$ cat config.mk
export PLATFORM = sky130hd
export DESIGN_NAME = mdram_sram_bridge
export DESIGN_NICKNAME = d
export VERILOG_FILES = /design/src/rtl/dsa_pkg.sv /design/src/rtl/dsa_sync.sv /design/src/rtl/dsa_edge_track.sv /design/src/rtl/dsa_addr_capture.sv /design/src/rtl/dsa_lane_write.sv /design/src/rtl/dsa_read_return.sv /design/src/rtl/mdram_sram_bridge.sv
export SDC_FILE = /design/constraint.sdc
export NUM_CORES = 1
export LEC_CHECK = 0
export BUFFER_PORTS_ARGS = -buffer_cell sky130_fd_sc_hd__buf_2
export CAP_MARGIN = 25
export CORE_UTILIZATION = 57
export CTS_BUF_LIST = sky130_fd_sc_hd__clkbuf_4 sky130_fd_sc_hd__clkbuf_8
export DETAILED_ROUTE_END_ITERATION = 8
export PLACE_DENSITY = 0.95
export SLEW_MARGIN = 20
export SYNTH_ARGS = -nofsm -noshare
export SYNTH_HDL_FRONTEND = slang
export SYNTH_SLANG_ARGS = --single-unit
export TNS_END_PERCENT = 30
$ cat constraint.sdc
create_clock -name clk -period 2.48 [get_ports clk]
set_input_delay 0.248 -clock clk [delete_from_list [all_inputs] [get_ports clk]]
set_output_delay 0.248 -clock clk [all_outputs]
set_load 0.005 [all_outputs]
$ cat src/rtl/dsa_pkg.sv
package dsa_pkg;

   // synchronized strobe group, packed so one synchronizer carries all of it
   typedef struct packed {
      logic       ras_n;
      logic       cas_n;
      logic [1:0] wen_n;
   } strobe_t;

   // width of the strobe group in bits
   localparam int unsigned STROBE_W = $bits(strobe_t);

   // byte lanes per SRAM word; the read return order assumes exactly two
   localparam int unsigned LANES = 2;

endpackage

$ cat src/rtl/dsa_sync.sv
module dsa_sync #(
   parameter int unsigned W       = 1,
   parameter int unsigned STAGES  = 2,
   parameter logic [W-1:0] RST_VAL = '0
) (
   input  logic         clk,
   input  logic         rst_n,
   input  logic [W-1:0] d,
   output logic [W-1:0] q
);

   generate
      if (STAGES < 2) begin : g_bad_stages
         $error("dsa_sync needs at least two stages");
      end
      if (W < 1) begin : g_bad_width
         $error("dsa_sync width must be positive");
      end
   endgenerate

   logic [STAGES-1:0][W-1:0] chain_q;

   always_ff @(posedge clk or negedge rst_n) begin
      if (!rst_n) begin
         chain_q <= {STAGES{RST_VAL}};
      end else begin
         chain_q <= {chain_q[STAGES-2:0], d};
      end
   end

   assign q = chain_q[STAGES-1];

endmodule

$ cat src/rtl/dsa_edge_track.sv
module dsa_edge_track
   import dsa_pkg::*;
(
   input  logic    clk,
   input  logic    rst_n,
   input  strobe_t now_s,
   output logic    ras_fall,
   output logic    ras_rise,
   output logic    ras_low,
   output logic    cas_fall,
   output logic    cas_held
);

   logic ras_q;
   logic cas_q;

   always_ff @(posedge clk or negedge rst_n) begin
      if (!rst_n) begin
         ras_q <= 1'b1;
         cas_q <= 1'b1;
      end else begin
         ras_q <= now_s.ras_n;
         cas_q <= now_s.cas_n;
      end
   end

   assign ras_fall = ras_q & ~now_s.ras_n;
   assign ras_rise = ~ras_q & now_s.ras_n;
   assign ras_low  = ~now_s.ras_n;
   // a column fall only counts inside a row cycle; the rest is refresh
   assign cas_fall = cas_q & ~now_s.cas_n & ~now_s.ras_n;
   assign cas_held = ~cas_q & ~now_s.cas_n;

endmodule

$ cat src/rtl/dsa_addr_capture.sv
module dsa_addr_capture #(
   parameter int unsigned PHASE_W = 9,
   parameter int unsigned BANK_W  = 1,
   localparam int unsigned ADDR_W = BANK_W + 2 * PHASE_W
) (
   input  logic               clk,
   input  logic               rst_n,
   input  logic               ras_fall,
   input  logic               ras_rise,
   input  logic               cas_fall,
   input  logic [BANK_W-1:0]  bank_s,
   input  logic [PHASE_W-1:0] maddr_s,
   output logic [ADDR_W-1:0]  addr,
   output logic               cs,
   output logic               done
);

   logic [PHASE_W-1:0] row_q;
   logic [PHASE_W-1:0] col_q;
   logic [BANK_W-1:0]  bank_q;
   logic               cs_q;
   logic               done_q;

   always_ff @(posedge clk or negedge rst_n) begin
      if (!rst_n) begin
         row_q  <= '0;
         bank_q <= '0;
      end else if (ras_fall) begin
         row_q  <= maddr_s;
         bank_q <= bank_s;
      end
   end

   always_ff @(posedge clk or negedge rst_n) begin
      if (!rst_n) begin
         col_q <= '0;
      end else if (cas_fall) begin
         col_q <= maddr_s;
      end
   end

   always_ff @(posedge clk or negedge rst_n) begin
      if (!rst_n) begin
         cs_q   <= 1'b0;
         done_q <= 1'b0;
      end else begin
         done_q <= ras_rise & cs_q;
         if (ras_rise) begin
            cs_q <= 1'b0;
         end else if (cas_fall) begin
            cs_q <= 1'b1;
         end
      end
   end

   assign addr = {bank_q, col_q, row_q};
   assign cs   = cs_q;
   assign done = done_q;

   // the row may not move while an access is open
   a_r1_row_hold: assert property (@(posedge clk) disable iff (!rst_n)
      (cs_q && $past(cs_q)) |-> $stable(row_q));

   // done only marks a chip select that has just closed
   a_r10_done_after_cs: assert property (@(posedge clk) disable iff (!rst_n)
      done_q |-> (!cs_q && $past(cs_q)));

   a_r10_done_single: assert property (@(posedge clk) disable iff (!rst_n)
      done_q |=> !done_q);

endmodule

$ cat src/rtl/dsa_lane_write.sv
module dsa_lane_write (
   input  logic clk,
   input  logic rst_n,
   input  logic cs,
   input  logic ras_low,
   input  logic ras_rise,
   input  logic cas_fall,
   input  logic cas_held,
   input  logic wen_n_s,
   output logic fire,
   output logic we
);

   logic we_q;
   logic spent_q;

   assign fire = cs & ras_low & cas_held & ~wen_n_s & ~spent_q;

   always_ff @(posedge clk or negedge rst_n) begin
      if (!rst_n) begin
         we_q    <= 1'b0;
         spent_q <= 1'b0;
      end else begin
         we_q <= fire;
         if (ras_rise || cas_fall) begin
            spent_q <= 1'b0;
         end else if (fire) begin
            spent_q <= 1'b1;
         end
      end
   end

   assign we = we_q;

   // one column opening gives a lane at most a single-cycle pulse
   a_r4_one_pulse: assert property (@(posedge clk) disable iff (!rst_n)
      we_q |=> !we_q);

endmodule

$ cat src/rtl/dsa_read_return.sv
module dsa_read_return #(
   parameter int unsigned BYTE_W     = 8,
   parameter int unsigned FIRST_LANE = 0,
   localparam int unsigned WORD_W    = 2 * BYTE_W
) (
   input  logic              clk,
   input  logic              rst_n,
   input  logic              cs,
   input  logic              ras_rise,
   input  logic              cas_fall,
   input  logic              cas_held,
   input  logic              cas_n_s,
   input  logic [1:0]        wen_n_s,
   input  logic [WORD_W-1:0] rdata,
   output logic              oe,
   output logic [BYTE_W-1:0] dout
);

   logic              rd_q;
   logic [BYTE_W-1:0] hold_q;
   logic [BYTE_W-1:0] first_byte;
   logic [BYTE_W-1:0] second_byte;

   generate
      if (FIRST_LANE == 0) begin : g_low_first
         assign first_byte  = rdata[BYTE_W-1:0];
         assign second_byte = rdata[WORD_W-1:BYTE_W];
      end else if (FIRST_LANE == 1) begin : g_high_first
         assign first_byte  = rdata[WORD_W-1:BYTE_W];
         assign second_byte = rdata[BYTE_W-1:0];
      end else begin : g_bad_lane
         $error("FIRST_LANE must be 0 or 1");
         assign first_byte  = '0;
         assign second_byte = '0;
      end
   endgenerate

   always_ff @(posedge clk or negedge rst_n) begin
      if (!rst_n) begin
         rd_q <= 1'b0;
      end else if (ras_rise) begin
         rd_q <= 1'b0;
      end else if (cas_fall) begin
         rd_q <= &wen_n_s;
      end else if (cs && cas_held && !(&wen_n_s)) begin
         rd_q <= 1'b0;
      end
   end

   // second byte follows the SRAM only while the column strobe is low
   always_ff @(posedge clk or negedge rst_n) begin
      if (!rst_n) begin
         hold_q <= '0;
      end else if (rd_q && !cas_n_s) begin
         hold_q <= second_byte;
      end
   end

   assign oe   = rd_q;
   assign dout = cas_n_s ? hold_q : first_byte;

   // read drive exists only inside an open access
   a_r7_oe_needs_cs: assert property (@(posedge clk) disable iff (!rst_n)
      rd_q |-> cs);

endmodule

$ cat src/rtl/mdram_sram_bridge.sv
module mdram_sram_bridge
   import dsa_pkg::*;
#(
   parameter int unsigned PHASE_W     = 9,
   parameter int unsigned BYTE_W      = 8,
   parameter int unsigned BANKS       = 2,
   parameter int unsigned SYNC_STAGES = 2,
   parameter int unsigned FIRST_LANE  = 0,
   localparam int unsigned BANK_W     = $clog2(BANKS),
   localparam int unsigned ADDR_W     = BANK_W + 2 * PHASE_W,
   localparam int unsigned WORD_W     = LANES * BYTE_W
) (
   input  logic              clk,
   input  logic              rst_n,
   input  logic              ras_n,
   input  logic              cas_n,
   input  logic [1:0]        wen_n,
   input  logic [BANK_W-1:0] bank_sel,
   input  logic [PHASE_W-1:0] maddr,
   input  logic [BYTE_W-1:0] bus_wdata,
   output logic [BYTE_W-1:0] bus_rdata,
   output logic              bus_oe,
   output logic [ADDR_W-1:0] sram_addr,
   output logic              sram_cs,
   output logic [1:0]        sram_we,
   output logic [BYTE_W-1:0] sram_wdata,
   input  logic [WORD_W-1:0] sram_rdata,
   output logic              acc_done
);

   localparam int unsigned DP_W = BANK_W + PHASE_W + BYTE_W;

   generate
      if (BANKS < 2 || (BANKS & (BANKS - 1)) != 0) begin : g_bad_banks
         $error("BANKS must be a power of two, at least 2");
      end
      if (PHASE_W < 1 || BYTE_W < 1) begin : g_bad_widths
         $error("PHASE_W and BYTE_W must be positive");
      end
   endgenerate

   // ---------------- synchronizers ----------------
   strobe_t         raw_st;
   strobe_t         syn_st;
   logic [DP_W-1:0] dp_s;

   assign raw_st = '{ras_n: ras_n, cas_n: cas_n, wen_n: wen_n};

   dsa_sync #(
      .W       (STROBE_W),
      .STAGES  (SYNC_STAGES),
      .RST_VAL ({STROBE_W{1'b1}})
   ) u_strobe_sync (
      .clk   (clk),
      .rst_n (rst_n),
      .d     (raw_st),
      .q     (syn_st)
   );

   // bus values ride the same delay so they line up with the strobes
   dsa_sync #(
      .W       (DP_W),
      .STAGES  (SYNC_STAGES),
      .RST_VAL ('0)
   ) u_data_pipe (
      .clk   (clk),
      .rst_n (rst_n),
      .d     ({bank_sel, maddr, bus_wdata}),
      .q     (dp_s)
   );

   logic [BANK_W-1:0]  bank_s;
   logic [PHASE_W-1:0] maddr_s;
   logic [BYTE_W-1:0]  din_s;

   assign {bank_s, maddr_s, din_s} = dp_s;

   // ---------------- edge detection ----------------
   logic ras_fall;
   logic ras_rise;
   logic ras_low;
   logic cas_fall;
   logic cas_held;

   dsa_edge_track u_edges (
      .clk      (clk),
      .rst_n    (rst_n),
      .now_s    (syn_st),
      .ras_fall (ras_fall),
      .ras_rise (ras_rise),
      .ras_low  (ras_low),
      .cas_fall (cas_fall),
      .cas_held (cas_held)
   );

   // ---------------- address and chip select ----------------
   dsa_addr_capture #(
      .PHASE_W (PHASE_W),
      .BANK_W  (BANK_W)
   ) u_addr (
      .clk      (clk),
      .rst_n    (rst_n),
      .ras_fall (ras_fall),
      .ras_rise (ras_rise),
      .cas_fall (cas_fall),
      .bank_s   (bank_s),
      .maddr_s  (maddr_s),
      .addr     (sram_addr),
      .cs       (sram_cs),
      .done     (acc_done)
   );

   // ---------------- per-lane write enables ----------------
   logic [LANES-1:0] lane_fire;

   generate
      for (genvar ln = 0; ln < LANES; ln++) begin : g_lane
         dsa_lane_write u_lane (
            .clk      (clk),
            .rst_n    (rst_n),
            .cs       (sram_cs),
            .ras_low  (ras_low),
            .ras_rise (ras_rise),
            .cas_fall (cas_fall),
            .cas_held (cas_held),
            .wen_n_s  (syn_st.wen_n[ln]),
            .fire     (lane_fire[ln]),
            .we       (sram_we[ln])
         );
      end
   endgenerate

   always_ff @(posedge clk or negedge rst_n) begin
      if (!rst_n) begin
         sram_wdata <= '0;
      end else if (|lane_fire) begin
         sram_wdata <= din_s;
      end
   end

   // ---------------- read return ----------------
   dsa_read_return #(
      .BYTE_W     (BYTE_W),
      .FIRST_LANE (FIRST_LANE)
   ) u_read (
      .clk      (clk),
      .rst_n    (rst_n),
      .cs       (sram_cs),
      .ras_rise (ras_rise),
      .cas_fall (cas_fall),
      .cas_held (cas_held),
      .cas_n_s  (syn_st.cas_n),
      .wen_n_s  (syn_st.wen_n),
      .rdata    (sram_rdata),
      .oe       (bus_oe),
      .dout     (bus_rdata)
   );

   // a lane write never happens outside an open access
   a_r6_we_needs_cs: assert property (@(posedge clk) disable iff (!rst_n)
      (|sram_we) |-> sram_cs);

   // the adapter never drives the bus while it is writing
   a_r9_no_drive_on_write: assert property (@(posedge clk) disable iff (!rst_n)
      (|sram_we) |-> !bus_oe);

endmodule

Word level (Yosys, flattened, before mapping)
Cells that the tools add are included.
{"block": "word_totals", "word_cells": 60, "register_bits": 88, "out_inout_bits": 40}
{"block": "op_classes", "reduce_logical": 12, "muxes": 10, "bitwise": 20}
{"operator": "1-bit AND", "count": 12}
{"operator": "1-bit two-way mux", "count": 9}
{"operator": "8-bit two-way mux", "count": 1}
{"operator": "1-bit NOT", "count": 8}
{"operator": "2-bit nonzero test", "count": 3}
{"operator": "1-bit logical AND", "count": 3}
{"operator": "3-bit nonzero test", "count": 1}
{"operator": "1-bit logical NOT", "count": 2}
{"operator": "2-bit AND reduction", "count": 1}
{"operator": "2-bit OR reduction", "count": 1}
{"operator": "1-bit logical OR", "count": 1}

Logic depth before layout (Yosys ltp)
{"block": "depth", "word_depth": 7, "mapped_depth": 4}

Hierarchy
Synthesis repeated with hierarchy kept, for this count alone.
{"block": "unflattened", "hier_cells": 179, "area_unflattened_um2": 3208.1}
{"module": "dsa_sync (u_data_pipe)", "seq_area_each_um2": 900.9, "instances": 1, "area_per_inst_um2": 1036.0, "cells_each": 54}
{"module": "dsa_addr_capture", "seq_area_each_um2": 525.5, "instances": 1, "area_per_inst_um2": 857.1, "cells_each": 45}
{"module": "dsa_read_return", "seq_area_each_um2": 225.2, "instances": 1, "area_per_inst_um2": 498.0, "cells_each": 32}
{"module": "mdram_sram_bridge", "seq_area_each_um2": 200.2, "instances": 1, "area_per_inst_um2": 301.5, "cells_each": 17}
{"module": "dsa_sync (u_strobe_sync)", "seq_area_each_um2": 210.2, "instances": 1, "area_per_inst_um2": 240.2, "cells_each": 12}
{"module": "dsa_lane_write", "seq_area_each_um2": 50.0, "instances": 2, "area_per_inst_um2": 93.8, "cells_each": 6}
{"module": "dsa_edge_track", "seq_area_each_um2": 52.6, "instances": 1, "area_per_inst_um2": 87.6, "cells_each": 7}

Worst setup path after synthesis
OpenSTA, ideal clock, no wires.
{"block": "synth_timing", "kind": "register -> register", "startpoint": "register u_strobe_sync.chain_q (netlist bit u_strobe_sync.q[3])", "endpoint": "register sram_wdata[0]", "arrival_time_ns": 1.496, "path_stages_with_launch": 5, "slack_ns": 0.859, "path_buffers": 1, "period_less_slack_ns": 1.621, "path_cell_list": "dfstp_2 -> or4b_4 -> nand2b_4 -> buf_6 -> mux2_4"}
{"block": "synth_via", "elab_chain_len": 6, "word_cells_on_any_way": 8}
{"element": "from (decl)", "line": "dsa_sync.sv:21", "source": "logic [STAGES-1:0][W-1:0] chain_q;"}
{"element": "from (signal assigned)", "line": "dsa_sync.sv:25", "source": "chain_q <= {STAGES{RST_VAL}};"}
{"element": "from (signal assigned)", "line": "dsa_sync.sv:27", "source": "chain_q <= {chain_q[STAGES-2:0], d};"}
{"element": "1-bit NOT *", "line": "dsa_edge_track.sv:29", "source": "assign ras_low = ~now_s.ras_n;"}
{"element": "1-bit AND * (2 in series)", "line": "dsa_lane_write.sv:17", "source": "assign fire = cs & ras_low & cas_held & ~wen_n_s & ~spent_q;"}
{"element": "1-bit AND (2 in series)", "line": "dsa_lane_write.sv:17"}
{"element": "2-bit OR reduction *", "line": "mdram_sram_bridge.sv:136", "source": "end else if (|lane_fire) begin"}
{"element": "to (signal assigned)", "line": "mdram_sram_bridge.sv:137", "source": "sram_wdata <= din_s;"}
{"element": "to (decl)", "line": "mdram_sram_bridge.sv:26", "source": "output logic [BYTE_W-1:0] sram_wdata,"}
Every way passes the cells marked *; elsewhere a longest branch is shown, timed or not.
A chain may end at the register's enable or synchronous reset.

Worst setup path after layout
{"block": "layout_timing", "startpoint": "register u_strobe_sync.chain_q (netlist bit u_strobe_sync.q[2])", "endpoint": "output bus_rdata[4]"}
{"block": "layout_via", "elab_chain_len": 1}
{"element": "8-bit two-way mux", "line": "dsa_read_return.sv:60", "source": "assign dout = cas_n_s ? hold_q : first_byte;"}
{"element": "to (decl)", "line": "mdram_sram_bridge.sv:21", "source": "output logic [BYTE_W-1:0] bus_rdata,"}
No other way between the ends.

==> results by group <==
CTS
  • Post-CTS setup buffer count: 0
  • Clock buffer depth: 2
  • CTS H-tree depth: 3
  • Clock root cell: clkbuf_8
  • Post-CTS resize count: 0
  • Worst-path clk slew: 0.08 ns
  • Cts bufs inserted: 9
  • TritonCTS clock tree: built
  • Worst skew pair latency: 0.34 ns
  • Clock sinks: 88

Critical path
  • Crit path DAT: 1.56 ns
  • Setup slack, reg-to-reg: 0.80 ns
  • Crit-path max FO: 13
  • Reg2reg path depth: 3
  • FF-to-FF Start: u_strobe_sync.q[2]
  • Required @ worst endpoint: 2.23 ns
  • Reg2reg end: sram_wdata[1]
  • Setup Crit Path Kind: reg -> out
  • Startpoint types: flop
  • Critical path endpoint category: primary output

Power
  • Seq pwr share: 56.1%
  • Worst VDD drop: 0.000529 V
  • Switching share of power: 24.6%
  • Cell leakage power: 0.00184 uW
  • Logic pwr share: 14.7%
  • P_int: 2310 uW
  • Pwr Density: 808 nW/um^2
  • Clock Power Share: 29.3%
  • Switching power: 753 uW

Synth
  • Seq cells post-synth: 88
  • Distinct cells, synth: 21
  • Yosys warns: 0
  • Post-synth EDFFs: 0
  • Top_reg_cell synth: dfrtp_1
  • Synth top cells by count: dfrtp_1, mux2_2, dfstp_2, mux2_4, nor2_1
  • Area contributors post-synth: dfrtp_1, mux2_2, dfstp_2, mux2_4, buf_4
  • Count leader, synth: dfrtp_1
  • Mapped cell area: 2920 sq um
  • Area leader, netlist: dfrtp_1
  • Async SR Flop Fraction: 100%
  • Mapped Nets: 202
  • Post-synth top area share: 66.8%
  • Seq/Total Area, Yosys: 75.8%
  • Post-Syn Area per Cell: 18.0 sq um
  • Synth Instances: 162

Detailed routing
  • Vias: 1639
  • Antenna-violating nets left: 0
  • DRT Pass-1 Iters: 3
  • Routed WL per cell: 15.4 um
  • Total wire length: 5230 um
  • DR DRC count: 0
  • 1st-iter DRT viols: 61
  • Vias per cell: 4.82

Cells and area
  • ANT cells: 0
  • Share of layout cells above drive strength 1: 55.7%
  • Area used by multi-input combinational logic: 659 sq um
  • Area Growth Syn to Fin: 29.7%
  • Layout Cells excl Fill: 340
  • Fin area: 3790 sq um
  • Nets: 308
  • Fillcell total: 303
  • Register area: 2210 sq um

Worst hold path
  • Hold Startpoint: sram_rdata[9]
  • Hold Path End: u_read.hold_q[1]
  • Hold Path Class: in -> reg
  • Worst Hold Depth: 2

STA
  • Worst slew margin: 50.8%
  • Final Hold Vio Count: 0
  • Setup TNS: 0 ns
  • RSZ-0062 raised after global routing: false
  • F_max: 0.554 GHz
  • Worst Tran Pin Value: 0.737 ns
  • Clock skew: 0.00688 ns
  • Fin crit period: 1.80 ns
  • Pins Over Slew Limit: 0
  • Hold_ws: 0.136 ns
  • Finish-stage setup viols: 0
  • Fin crit share: 72.8%
  • Final setup margin: 0.675 ns

Die
  • Full die area: 5420 sq um
  • Initial Util: 60.7%
  • Core ar.: 4820 sq um
  • Chip Width: 73.6 um
  • DIE HEIGHT: 73.6 um
  • Number of I/O pins: 80
  • # rows: 25

Placed design
  • PortBufs: 79
  • Dpl cells: 301
  • Post-Place Cell Area: 3370 sq um
  • Gpl congestion: 0.740
  • Half-perimeter wire length after placement: 3210 um
  • Place WS: 0.810 ns

GRT
  • Largest net degree at the start of global routing: 89
  • Gr ovfl total: 0
  • Vias in the first global route: 1764
  • All-layer global routing usage: 21.7%
  • Initial antenna violation count: 0
  • First-pass GRT wire length: 8340 um

Outcome
  • Status: finished, final reports clean

Job
  • Max Cap Viol: 0
[layer usage]
metal | up-vias | track usage, % | share of wire, %
li1 | 758 | - | -
met1 | 830 | 26.9 | 41
met2 | 45 | 36.3 | 54
met3 | 6 | 7.00 | 4.1
met4 | 0 | 6.84 | 1.2
met5 | - | 0 | 0
[power groups by stage]
stage / Sequential (uW) / Combinational (uW) / Clock, uW
6_report: 1720 / 450 / 896
4_1_cts: 1710 / 449 / 932
3_5_place_dp: 1740 / 421 / 0
5_1_grt: 1740 / 493 / 986
2_1_floorplan: 1730 / 210 / 0
3_3_place_gp: 1730 / 400 / 0
[through the flow]
| stage | total power (uW) | util (%) |
|---|---|---|
| floorplan | 1940 | - |
| global placement | 2130 | 69.9 |
| detailed placement | 2160 | 69.9 |
| CTS | 3090 | 78.2 |
| global route | 3220 | 78.7 |
| finish | 3060 | 78.7 |
[layout make-up]
| type | instances | area share, % |
|---|---|---|
| clock buffer | 10 | 3.63 |
| clock inverter | 6 | 1.35 |
| inverter | 1 | 0.0990 |
| multi-input combinational | 65 | 17.4 |
| sequential | 88 | 58.4 |
| tap | 67 | 2.21 |
| timing repair buffer | 103 | 16.9 |
[how the worst max path moves through the flow]
stage | startpoint | end | slack [ns] | depth (start not counted)
6_report | u_strobe_sync.q[2] | bus_rdata[4] | 0.68 | 2
4_1_cts | u_strobe_sync.q[2] | bus_rdata[4] | 0.66 | 2
5_1_grt | u_strobe_sync.q[2] | bus_rdata[4] | 0.62 | 2
2_1_floorplan | u_strobe_sync.q[3] | sram_wdata[0] | 0.86 | 4
3_5_place_dp | u_strobe_sync.q[2] | sram_wdata[1] | 0.81 | 3
3_3_place_gp | u_strobe_sync.q[2] | sram_wdata[6] | 0.86 | 3
[cell usage in the layout, fill, tap and decap left out, types with 2 or more instances in the layout]
cell type | Yosys | final
a21oi_1 | 3 | 3
buf_2 | 1 | 78
clkbuf_8 | 0 | 10
clkinv_4 | 0 | 2
dfrtp_1 | 78 | 78
dfstp_2 | 10 | 10
dlygate4sd3_1 | 0 | 23
inv_6 | 0 | 2
mux2_2 | 35 | 35
mux2_4 | 8 | 8
nor2_1 | 6 | 6
nor2b_1 | 2 | 2
nor3_1 | 2 | 2
o21a_1 | 2 | 2
[cells by family after synthesis]
kind of cell,count (synthesis),synth area share [%]
and+or+nand+nor,15,3.21
buffers and inverters,9,1.84
muxes,44,17.9
AOI/OAI and AO/OA,6,1.24
DFF,88,75.8
[registers in the layout, summed over array words and instances (netlist names), 4 cells and up]
name	flops
sram_wdata	8
u_addr.col_q	9
u_addr.row_q	9
u_data_pipe.chain_q	18
u_data_pipe.q	18
u_read.hold_q	8
u_strobe_sync.chain_q	4
u_strobe_sync.q	4
[critical path, stage by stage (launching register included)]
cell	delay (ns)
dfstp_2	0.71
mux2_2	0.37
buf_2	0.13
[timing repair]
item,in CTS,in global routing
hold buffers,21,2
setup endpoints to repair,0,0
hold endpoints to repair,21,11
Note: power is estimated with default switching activity, not from simulation.
